`src/rtl/pp_buf_pkg.sv`:
```
package pp_buf_pkg;
  localparam int unsigned PP_BANKS = 2;

  typedef logic bank_t;

  function automatic bank_t other_bank(bank_t b);
    return ~b;
  endfunction
endpackage

```
`src/rtl/pp_fill_ctrl.sv`:
```
module pp_fill_ctrl
  import pp_buf_pkg::*;
#(
  parameter int DEPTH = 64
) (
  input  logic                     clk,
  input  logic                     rst,
  input  logic                     in_valid,
  input  logic [PP_BANKS-1:0]      full_vec,
  output logic                     in_ready,
  output logic                     st_en,
  output bank_t                    st_bank,
  output logic [$clog2(DEPTH)-1:0] st_off,
  output logic                     page_closed,
  output logic                     lost
);
  localparam int OFF_W = $clog2(DEPTH);
  localparam logic [OFF_W-1:0] LAST = OFF_W'(DEPTH - 1);

  bank_t            cap_bank;
  logic [OFF_W-1:0] fill_pos;
  logic             drop;

  assign in_ready    = !full_vec[cap_bank];
  assign st_en       = in_valid && in_ready;
  assign drop        = in_valid && !in_ready;
  assign st_bank     = cap_bank;
  assign st_off      = fill_pos;
  assign page_closed = st_en && (fill_pos == LAST);

  always_ff @(posedge clk) begin
    if (rst) begin
      cap_bank <= 1'b0;
      fill_pos <= '0;
      lost     <= 1'b0;
    end else begin
      if (drop) lost <= 1'b1;
      if (st_en) begin
        if (fill_pos == LAST) begin
          fill_pos <= '0;
          cap_bank <= other_bank(cap_bank);
        end else begin
          fill_pos <= fill_pos + 1'b1;
        end
      end
    end
  end
endmodule

```
`src/rtl/pp_drain_ctrl.sv`:
```
module pp_drain_ctrl
  import pp_buf_pkg::*;
#(
  parameter int ADDR_W = 16,
  parameter int DEPTH  = 64
) (
  input  logic                clk,
  input  logic                rst,
  input  logic [ADDR_W-1:0]   base_addr,
  input  logic [PP_BANKS-1:0] full_vec,
  input  logic                done,
  output logic                req,
  output bank_t               srv_bank,
  output logic [ADDR_W-1:0]   page_addr,
  output logic                release_pg
);
  localparam int OFF_W = $clog2(DEPTH);
  localparam logic [ADDR_W-1:0] STEP = ADDR_W'(DEPTH);

  assign req        = full_vec[srv_bank];
  assign release_pg = req && done;

  always_ff @(posedge clk) begin
    if (rst) begin
      srv_bank  <= 1'b0;
      page_addr <= {base_addr[ADDR_W-1:OFF_W], {OFF_W{1'b0}}};
    end else if (release_pg) begin
      srv_bank  <= other_bank(srv_bank);
      page_addr <= page_addr + STEP;
    end
  end
endmodule

```
`src/rtl/pp_bank_store.sv`:
```
module pp_bank_store
  import pp_buf_pkg::*;
#(
  parameter int DATA_W = 8,
  parameter int DEPTH  = 64
) (
  input  logic                     clk,
  input  logic                     st_en,
  input  bank_t                    st_bank,
  input  logic [$clog2(DEPTH)-1:0] st_off,
  input  logic [DATA_W-1:0]        st_data,
  input  bank_t                    rd_bank,
  input  logic [$clog2(DEPTH)-1:0] rd_off,
  output logic [DATA_W-1:0]        rd_data
);
  logic [DATA_W-1:0] bank_q [PP_BANKS];

  for (genvar b = 0; b < PP_BANKS; b++) begin : g_bank
    logic [DATA_W-1:0] mem [DEPTH];

    always_ff @(posedge clk) begin
      if (st_en && (st_bank == bank_t'(b))) mem[st_off] <= st_data;
    end

    assign bank_q[b] = mem[rd_off];
  end

  assign rd_data = bank_q[rd_bank];
endmodule

```
`src/rtl/pp_page_buffer.sv`:
```
module pp_page_buffer
  import pp_buf_pkg::*;
#(
  parameter int ADDR_W = 16,
  parameter int DATA_W = 8,
  parameter int DEPTH  = 64
) (
  input  logic                     clk,
  input  logic                     rst,
  input  logic [ADDR_W-1:0]        base_addr,
  input  logic                     in_valid,
  output logic                     in_ready,
  input  logic [DATA_W-1:0]        in_data,
  output logic                     wr_req,
  output logic                     wr_buf,
  output logic [ADDR_W-1:0]        wr_addr,
  input  logic [$clog2(DEPTH)-1:0] rd_off,
  output logic [DATA_W-1:0]        rd_data,
  input  logic                     wr_done,
  output logic                     overflow
);
  localparam int OFF_W = $clog2(DEPTH);

  logic [PP_BANKS-1:0] full_vec;
  logic                st_en;
  bank_t               st_bank;
  logic [OFF_W-1:0]    st_off;
  logic                page_closed;
  logic                release_pg;
  bank_t               srv_bank;

  pp_fill_ctrl #(.DEPTH(DEPTH)) u_fill (
    .clk         (clk),
    .rst         (rst),
    .in_valid    (in_valid),
    .full_vec    (full_vec),
    .in_ready    (in_ready),
    .st_en       (st_en),
    .st_bank     (st_bank),
    .st_off      (st_off),
    .page_closed (page_closed),
    .lost        (overflow)
  );

  pp_drain_ctrl #(.ADDR_W(ADDR_W), .DEPTH(DEPTH)) u_drain (
    .clk        (clk),
    .rst        (rst),
    .base_addr  (base_addr),
    .full_vec   (full_vec),
    .done       (wr_done),
    .req        (wr_req),
    .srv_bank   (srv_bank),
    .page_addr  (wr_addr),
    .release_pg (release_pg)
  );

  pp_bank_store #(.DATA_W(DATA_W), .DEPTH(DEPTH)) u_store (
    .clk     (clk),
    .st_en   (st_en),
    .st_bank (st_bank),
    .st_off  (st_off),
    .st_data (in_data),
    .rd_bank (srv_bank),
    .rd_off  (rd_off),
    .rd_data (rd_data)
  );

  for (genvar b = 0; b < PP_BANKS; b++) begin : g_full
    always_ff @(posedge clk) begin
      if (rst)                                           full_vec[b] <= 1'b0;
      else if (page_closed && (st_bank == bank_t'(b)))   full_vec[b] <= 1'b1;
      else if (release_pg && (srv_bank == bank_t'(b)))   full_vec[b] <= 1'b0;
    end
  end

  assign wr_buf = srv_bank;
endmodule

```
`config.mk`:
```
export PLATFORM = sky130hd
export DESIGN_NAME = pp_page_buffer
export DESIGN_NICKNAME = d
export VERILOG_FILES = /design/src/rtl/pp_buf_pkg.sv /design/src/rtl/pp_fill_ctrl.sv /design/src/rtl/pp_drain_ctrl.sv /design/src/rtl/pp_bank_store.sv /design/src/rtl/pp_page_buffer.sv
export SDC_FILE = /design/constraint.sdc
export NUM_CORES = 1
export LEC_CHECK = 0
export ABC_AREA = 1
export ABC_CLOCK_PERIOD_IN_PS = 3000
export BUFFER_PORTS_ARGS = -buffer_cell sky130_fd_sc_hd__buf_2
export CAP_MARGIN = 5
export CORE_ASPECT_RATIO = 0.7
export CORE_MARGIN = 10
export CORE_UTILIZATION = 40
export DETAILED_ROUTE_END_ITERATION = 8
export PLACE_DENSITY_LB_ADDON = 0.05
export RECOVER_POWER = 50
export SETUP_SLACK_MARGIN = 0.1
export SLEW_MARGIN = 0
export SYNTH_ARGS = -nofsm -noshare
export SYNTH_HDL_FRONTEND = slang
export SYNTH_HIERARCHICAL = 1
export SYNTH_SLANG_ARGS = --single-unit
export TNS_END_PERCENT = 10
```
`constraint.sdc`:
```
create_clock -name clk -period 3 [get_ports clk]
set_input_delay 0.3 -clock clk [delete_from_list [all_inputs] [get_ports clk]]
set_output_delay 0.3 -clock clk [all_outputs]
set_load 0.01 [all_outputs]
```
-- Yosys cells after proc, flatten, opt, wreduce, memory -nomap -nowiden
Memories as Yosys holds them, arrays and structs flattened.
Index checks and enable logic that the tools add are counted.
- $add $sub $neg: 2
- multiply operators: 0
- divide/modulo/power cells: 0
- $lt $le $gt $ge: 3
- eq/ne operators: 1
- shift-type cells: 0
- multiplexer cells: 18
- bitwise logic cells: 3
- reduce and logical (&&, ||, !) cells: 15
- operator list (cell ; count):
    16-bit two-way mux ; 2
    8-bit two-way mux ; 3
    16-bit by 7-bit adder with 16-bit output, second input constant ; 1
    1-bit two-way mux ; 12
    1-bit logical AND ; 10
    6-bit by 1-bit adder with 6-bit output, second input constant ; 1
    6-bit == test, second input constant ; 1
    6-bit two-way mux ; 1
    2-bit nonzero test ; 3
    1-bit by 2-bit less-than comparator with 1-bit output, second input constant ; 2
    2-bit greater-or-equal comparator, second input constant ; 1
    1-bit inverter ; 2
    1-bit inverter with 2-bit output ; 1
    2-bit AND reduction ; 1
    1-bit zero test ; 1
- register bits: 27
- latch bits: 0
- RAM bits: 1024
- memory bits (read-only): 0
- memories kept: 2
- memories (memory ; depth ; width ; rd ports ; clocked after memory_dff ; wr ports ; line ; source):
    u_store.g_bank[0].mem ; 64 ; 8 ; 1 ; 0 ; 1 ; pp_bank_store.sv:19 ; logic [DATA_W-1:0] mem [DEPTH];
    u_store.g_bank[1].mem ; 64 ; 8 ; 1 ; 0 ; 1 ; pp_bank_store.sv:19 ;

-- Longest topological paths before layout
Gate-level depths: netlist of run 1.
- word-level depth: 7
- mapped depth: 14
- gate-level depth less buffers: 11

-- Modules after synthesis
The synthesis of run 1 kept the hierarchy.
- modules (own cells, without submodules) (module ; instances ; cells each ; area each (sq um) ; sequential area each (sq um)):
    pp_bank_store ; 1 ; 3563 ; 42220.5 ; 30749.5
    pp_drain_ctrl ; 1 ; 92 ; 729.4 ; 320.3
    pp_fill_ctrl ; 1 ; 70 ; 444.2 ; 160.2
    pp_page_buffer ; 1 ; 12 ; 83.8 ; 40.0

-- Least setup slack after synthesis of run 1
No wires, ideal clock.
- path type: reg-to-reg
- start point: register u_fill.cap_bank (netlist: u_fill/st_bank)
- end point: memory u_store.g_bank[0].mem[10][0] (enable)
- library setup time: 383 ps
- arrival time: 1808 ps
- data required time: 2617 ps
- path slack: 808 ps
- stages on the path, launching flop included: 8
- path buffers: 1
- clock period less this slack: 2192 ps
- cell sequence: dfxtp_1 inv_2 nand2_2 nand3_4 inv_4 nand2_1 clkbuf_1 nor3_1
- cells in the longest elaborated chain, start to end: 7
- elaborated cells on any way between the ends: 8
- RTL lines (what ; line ; source):
    start: declaration ; pp_fill_ctrl.sv:20 ; bank_t cap_bank;
    start signal: assignment ; pp_fill_ctrl.sv:41 ; cap_bank <= other_bank(cap_bank);
    1-bit two-way mux (not written as such) (2 in series) ; pp_fill_ctrl.sv:24 ; assign in_ready = !full_vec[cap_bank];
    1-bit zero test ; pp_fill_ctrl.sv:24 ;
    1-bit logical AND ; pp_fill_ctrl.sv:25 ; assign st_en = in_valid && in_ready;
    named net st_en ; pp_page_buffer.sv:25 ; logic st_en;
    1-bit logical AND ; pp_bank_store.sv:22 ; if (st_en && (st_bank == bank_t'(b))) mem[st_off] <= st_data;
    1-bit two-way mux ; pp_bank_store.sv:22 ;
    1-bit two-way mux (not written as such) ; pp_bank_store.sv:22 ;
    end: declaration ; pp_bank_store.sv:19 ;
The timed path passes the listed nets, and every way through them passes these cells. The select of a mux whose other input is x is not followed.

-- Worst setup path after layout of run 1
- start point: input port rd_off[0]
- end point: output port rd_data[3]
- cells in the longest elaborated chain, start to end: 4
- elaborated cells on any way between the ends: 5
- RTL lines (what ; line ; source):
    start: declaration ; pp_page_buffer.sv:17 ; input logic [$clog2(DEPTH)-1:0] rd_off,
    memory read 64 x 8 bit ; - ;
    8-bit two-way mux (not written as such) (*) (3 in series) ; pp_bank_store.sv:28 ; assign rd_data = bank_q[rd_bank];
    end: declaration ; pp_page_buffer.sv:18 ; output logic [DATA_W-1:0] rd_data,
Mark *: on every way between the ends. The rest lies on a longest branch, timed or not. The select of a mux whose other input is x is not followed.

==> results of run 1 <==
## final timing paths
kind	slack, ns	depth (start not counted)	endpoint	startpoint
worst max-delay path	0.18	14	rd_data[3]	rd_off[0]
worst max register to register	0.22	7	u_store/g_bank[1].mem[58][1]	u_fill/st_bank
worst min-delay path	0.40	4	u_drain/page_addr[15]	base_addr[15]
worst min register to register	0.50	2	full_vec[1]	full_vec[1]
## critical path, cell delays in order
cell,delay [ns]
buf_12,0.21
buf_12,0.26
buf_12,0.23
nand2_1,0.09
nand3_1,0.10
nand3_1,0.10
nand3_1,0.20
nand2_1,0.07
nand2_1,0.06
nand3_1,0.21
nand2_1,0.25
nand2_1,0.07
nand2_1,0.11
buf_2,0.15
## what timing repair did
item                                   CTS  global route
setup endpoints to repair               19            72
resized for setup                        1             7
pin swaps                                0             0
endpoints found under the hold margin   15             0
buffers inserted                         0             3
hold buffers                            14             0
cloned                                   0             2
## metrics by stage
step	power, mW	instances
3_3_place_gp	18.4	5196
4_1_cts	31.4	5405
3_5_place_dp	18.5	5202
6_report	31.2	5419
2_1_floorplan	17.5	3742
5_1_grt	32.2	5417
## layer usage
metal | GRT usage (%) | vias up | wire length, um
li1 | - | 13520 | -
met1 | 28.8 | 14184 | 58500
met2 | 30.1 | 924 | 54100
met3 | 4.16 | 159 | 8780
met4 | 4.65 | 2 | 2600
met5 | 0 | - | 11
## layout by cell type (no fill, tap or decap), types with 4 or more instances in the layout
cell type,count
nor3_2,5
nand2_1,1261
buf_12,38
o21ai_0,7
inv_2,8
buf_2,37
inv_1,33
clkbuf_4,5
dlygate4sd3_1,14
bufinv_16,13
clkinv_1,25
nand2_2,4
nand3_1,941
inv_6,4
clkbuf_1,40
clkinv_2,15
conb_1,6
clkbuf_16,103
buf_4,167
edfxtp_1,1034
nor2_1,35
nor3_1,111
clkbuf_2,9
a21oi_1,6
dfxtp_1,11
clkinv_8,4
clkinvlp_4,5
## power groups by stage
| stage | Combinational, mW | Clock [mW] | Sequential (mW) |
|---|---|---|---|
| after floorplan | 1.10 | 0 | 16.4 |
| after global placement | 2.04 | 0 | 16.4 |
| after detailed placement | 2.06 | 0 | 16.4 |
| after CTS | 2.07 | 13.3 | 16.1 |
| after global routing | 2.26 | 13.9 | 16.1 |
| final | 2.06 | 13.0 | 16.1 |
## flip-flops by register name, indices dropped and copies added (netlist names)
register and count:
u_fill/st_off 6, u_fill/st_bank 1, full_vec 2, u_store/g_bank.mem 1024, u_fill/lost 1, u_drain/srv_bank 1
u_drain/page_addr 10
## logic make-up after synthesis
kind of cell             share of synthesized area (%)
XOR/XNOR                                        0.0403
AND/OR/NAND/NOR                                   23.7
other                                          0.00863
buffers and inverters                             4.07
adder cells (fa/ha/maj)                         0.0575
flip-flops                                        71.9
AO/OA/AOI/OAI                                    0.219
## cell type report
type	instances	area, um2	area share (%)
diodes	2	5.00	0.0101
clock buffers	121	2650	5.32
clock inverters	68	718	1.44
inverters	45	213	0.428
multi-input cells	2399	10500	21.1
flip-flops and latches	1045	31300	62.9
well taps	1442	1800	3.63
repair buffers	295	2560	5.14
repair inverters	2	22.5	0.0453
==> results.md, run 1 <==
- Status: finished, violations left
- Worst hold path type: in2reg
- DRT Wirelength: approximately 120000 um
- 1st-pass router iterations: 6
- Clock latency on the worst-skew pair: just over 0.7 ns
- Clock power share: 41.7%
- Unrepaired setup endpoints after global routing: true
- CTS tree: yes
- Distinct cell type count after synthesis: 36
- Pre-CTS setup slack: 0.0890 ns
- Synth Cell Area: about 43000 um2
- Hpwl dp: between 70000 and 80000 um
- Antenna viol nets, final: 0
- Post-synth EDFFs: 1034
- Logic pwr share: approximately 6.6%
- Via count: 28789
- H-tree Lvls: 3
- Slew margin rel.: -115%
- Power per standard cell area: approximately 630 nW/um2
- Critical Path RT: about 2.7 ns
- Avg WL per Cell: about 23 um
- Vias/cell: between 5 and 6
- PortBufs: slightly below 50
- Die area: 122000 um2
- Tmin final: roughly 2.8 ns
- Iter 0 DRT Violations: roughly 2800
- Final TNS setup: 0 ns
- Largest net degree at the start of global routing: roughly 130
- Most frequent cell after synthesis: nand2_1
- Mean post-synth cell area: about 12 um2
- Initial antenna violation count: 5
- Area leader, netlist: edfxtp_1
- Internal power: approximately 24 mW
- Fin area: 49700 um2
- Top cells by count, synth: 1263 x nand2_1, 1034 x edfxtp_1, 943 x nand3_1, 116 x nor3_1, 111 x buf_2
- Syn Inst Count: roughly 3700
- Final core occ: 46.0%
- Tcrit/Tclk final: 94.0%
- Setup-failing EPs final: 0
- CP Launch Type: input port
- Critical Path AT: ~2.5 ns
- Root buffer cell: clkbuf_16
- DRC: 0
- Boundary Pins: 62
- Initial Utilization: around two fifths
- Clock Skew: between 0.02 and 0.03 ns
- Area share of the largest cell type after synthesis: a little under three quarters
- Final count of pins violating max slew: 489
- First-pass GRT wire length: 182000 um
- Failing checks: max-capacitance violations, max-slew violations
- Placed Area: about 46000 um2
- Async set-or-reset flop fraction in the synthesized netlist: 0%
- Final Hold Vio Count: 0
- Core area: approximately 110000 um2
- Final #Nets: slightly below 4000
- Leak: 17.8 nW
- YS warnings: 6
- Flop pwr share: around 52%
- CTS Buffer Depth: 3
- Die Width: 414 um
- Worst Hold Margin: 0.399 ns
- Worst Tran Pin Value: approximately 3.2 ns
- Rows: 101
- GR Util All Layers: approximately a fifth
- Setup CP Type: in2out
- Max_cap viols: 8
- Vias in the first global route: approximately 28000
- Ranking of synthesized cells by area: edfxtp_1 71%, nand2_1 11%, nand3_1 11%, buf_6 1.3%, nor3_1 1.3%
- Worst Setup End Kind: output pin
- Crit Path Max Fanout: 38
- Syn-to-layout area delta: 14.4%
- Grt total ovfl: 0
- Total CTS buffers: roughly 100
- Switching power: slightly above 7 mW
- Flops & latches, synth: roughly 1000
- Main synth FF type: edfxtp_1
- Layout cell share with drive strength beyond 1: approximately 11%
- Setup slack after layout: between 0.15 and 0.2 ns
- FMAX: ~350 MHz
- Post-synthesis sequential area ratio: 71.9%
- Clock slew at reported path FFs: roughly 0.06 ns
- Switch share: 22.8%
- CTS sink count: roughly 1000
- Chip Height: about 300 um
- Max VDD drop: between 0.5 and 0.6 mV
- # fillers: slightly below 10000
- Placer Congestion: around 0.84
(Power assumes the default switching activity.)
==> inputs of run 2 (changes only) <==
--- a/config.mk
+++ b/config.mk
@@ -6,7 +6,7 @@
 export NUM_CORES = 1
 export LEC_CHECK = 0
 export ABC_AREA = 1
-export ABC_CLOCK_PERIOD_IN_PS = 3000
+export ABC_CLOCK_PERIOD_IN_PS = 2500
 export BUFFER_PORTS_ARGS = -buffer_cell sky130_fd_sc_hd__buf_2
 export CAP_MARGIN = 5
 export CORE_ASPECT_RATIO = 0.7
==> constraint.sdc (replaced) <==
create_clock -name clk -period 2.5 [get_ports clk]
set_input_delay 0.25 -clock clk [delete_from_list [all_inputs] [get_ports clk]]
set_output_delay 0.25 -clock clk [all_outputs]
set_load 0.01 [all_outputs]
==> run 2 against run 1 <==
Against the previous run:
- global-route usage up 0.44 points
- non-clock buffer count is 70 higher
- register-to-register slack lost 0.09 ns
- sequential cell count did not move
- highest routed layer is now met4
- the flow still finishes with violations (max-capacitance violations, max-slew violations)
- largest cell class unchanged
- core utilization rose by 1.6 points
- combinational power rose by 34%
- worst hold slack lost 0.029 ns
==> results.md, run 2 (synthesis results as in run 1) <==
- Status: finished, violations left
- Failing checks: max-capacitance violations, max-slew violations
- Area occupied by registers: 31300 um2 (unchanged)
- Clock Skew: 0.0247 ns (-0.00449 ns)
- Clock latency on the worst-skew pair: 0.70 ns (about the same)
- GR Util All Layers: 20.2% (+0.44 points)
- Syn-to-layout area delta: 18.4%
- DRC: 0 (unchanged)
- Iter 0 DRT Violations: 3081 (+8.6%)
- Final #Nets: 3997 (+1.8%)
- Unrepaired setup endpoints after global routing: true
- First-pass GRT wire length: 187000 um (+2.5%)
- 1st-pass router iterations: 5 (-1)
- Largest reg by FF count: u_store/g_bank.mem
- CTS Buffer Depth: 3 (unchanged)
- Tmin final: between 2 and 2.5 ns
- Largest register FFs: 1024 (unchanged)
- CTS tree: yes
- Layout cell share with drive strength beyond 1: 17.4% (+6.3 points)
- Critical Path AT: 2.16 ns (-0.36 ns)
- Avg WL per Cell: 22.8 um (-0.29%)
- Worst reg2reg path depth: 6 (-1)
- H-tree Lvls: 3 (unchanged)
- Max_cap viols: 7 (-1)
- Tcrit/Tclk final: between 90% and 100%
- Placer Congestion: 0.825 (-1.8%)
- Worst Setup End Kind: output pin
- Worst hold path type: in2reg
- Die area: 122000 um2 (unchanged)
- Total CTS buffers: 103 (unchanged)
- Final TNS setup: 0 ns (unchanged)
- Max VDD drop: 0.512 mV (-6.8%)
- Vias/cell: 5.31 (about the same)
- Critical Path RT: 2.25 ns (-0.45 ns)
- # fillers: 9772 (-1.2%)
- Final Hold Vio Count: 0 (unchanged)
- Vias in the first global route: 28358 (+1.6%)
- Reg2reg end: u_store/g_bank[0].mem[36][2]
- Rows: 101 (unchanged)
- Slew margin rel.: -52.7% (+62 points)
- Via count: 29155 (+1.3%)
- Power per standard cell area: 735 nW/um2 (+17%)
- Antenna viol nets, final: 0 (unchanged)
- R2r setup slk: 0.13 ns (-0.09 ns)
- Leak: 18.6 nW (+4.6%)
- Boundary Pins: 62 (unchanged)
- Area of the multi-input gates: 11400 um2 (+8.8%)
- Final Power: 37.8 mW (+21%)
- Final count of pins violating max slew: 309 (-37%)
- Most common cell after layout, fill and taps aside: nand2_1
- Final core occ: 47.6% (+1.6 points)
- Initial antenna violation count: 2 (-3)
- CTS sink count: 1045 (unchanged)
- Setup-failing EPs final: 0 (unchanged)
- Clock slew at reported path FFs: 0.06 ns (about the same)
- Root buffer cell: clkbuf_16
- Grt total ovfl: 0 (unchanged)
- Worst Tran Pin Value: 2.29 ns (-0.932 ns)
- PortBufs: 49 (unchanged)
- Setup CP Type: reg2out
- DRT Wirelength: 125000 um (+1.0%)
- Crit path launch: u_store/g_bank[1].mem[39][7]
- Critical R2R Launch: u_fill/st_bank
- Largest net degree at the start of global routing: 76 (-41%)
- Chip Height: 296 um (unchanged)
- Crit path capture: rd_data[7]
- Hpwl dp: 78300 um (+3.2%)
- Most frequent cells in the layout: 1208 x nand2_1, 1034 x edfxtp_1, 803 x nand3_1, 230 x buf_4, 132 x nand3_2
- Die Width: 414 um (unchanged)
- Worst Hold Margin: 0.370 ns (-0.0291 ns)
- Initial Utilization: 40.2% (unchanged)
- Core area: 108000 um2 (unchanged)
- FMAX: 415 MHz
- Crit Path Max Fanout: 1 (-97%)
- CP Launch Type: flip-flop
==> run 2: cell count changes in the layout (fill, tap and decap cells not counted), moves of 7 or more <==
cell	before	now
nand2_2	4	47
nand3_1	941	803
nand3_2	3	132
nand3_4	1	10
buf_4	167	230
clkinv_2	15	24
clkinv_1	25	17
buf_6	1	8
nand2_4	1	11
buf_12	38	54
nand2_1	1261	1208
buf_2	37	25
==> run 2: layout make-up <==
type | count | area share (%)
sequential | 1045 | 60.8
antenna | 1 | 0.00486
timing repair inverter | 2 | 0.0340
multi-input combinational | 2399 | 22.2
clock inverter | 56 | 1.12
tap | 1442 | 3.51
clock buffer | 135 | 5.49
inverter | 45 | 0.384
timing repair buffer | 365 | 6.52
==> run 2: worst min path at each step <==
stage                  start                           end  slack [ns]  cells after the start
6_report       base_addr[14]         u_drain/page_addr[14]        0.37                      4
5_1_grt         base_addr[8]          u_drain/page_addr[8]        0.35                      4
4_1_cts           in_data[6]  u_store/g_bank[0].mem[10][6]        0.02                      1
3_5_place_dp     full_vec[1]                   full_vec[1]        0.50                      2
3_3_place_gp     u_fill/lost                   u_fill/lost        0.46                      2
2_1_floorplan            rst                   full_vec[0]        0.31                      1
==> run 2: timing repair <==
item / in CTS / in global routing
gates resized for setup: 189 / 36
hold buffers: 15 / 0
pin swaps: 89 / 21
setup buffers: 4 / 0
hold endpoints to repair: 26 / 0
setup endpoints to repair: 8 / 42
cloned: 2 / 0
==> run 2: metrics by stage <==
step	worst slack, ns	cell area [um2]	cells
2_1_floorplan	0.308	43500	3742
5_1_grt	-0.0279	51500	5489
6_report	0.0931	51500	5490
3_3_place_gp	-0.109	47100	5277
3_5_place_dp	-0.102	47100	5277
4_1_cts	0.0717	51500	5489
==> run 2: layer usage <==
metal / track usage (%) / vias up / wire length, um
li1: - / 13648 / -
met4: 4.62 / 0 / 2590
met3: 3.07 / 182 / 7470
met5: 0 / - / 0
met1: 30.2 / 14433 / 60400
met2: 30.9 / 892 / 54800
==> run 2: power breakdown <==
group	internal (mW)	switching (mW)
combinational	0.829	1.93
clock	9.16	6.57
sequential	19.3	0.0265
==> run 2: critical path: stages (launching register included) <==
cell and delay, ns:
edfxtp_1 0.37, nand2_1 0.08, nand3_1 0.08, nand3_1 0.11, nand3_2 0.16, nand2_1 0.11, nand2_1 0.06, nand3_2 0.14
nand2_4 0.09, nand2_2 0.08, nand2_4 0.06, buf_6 0.12
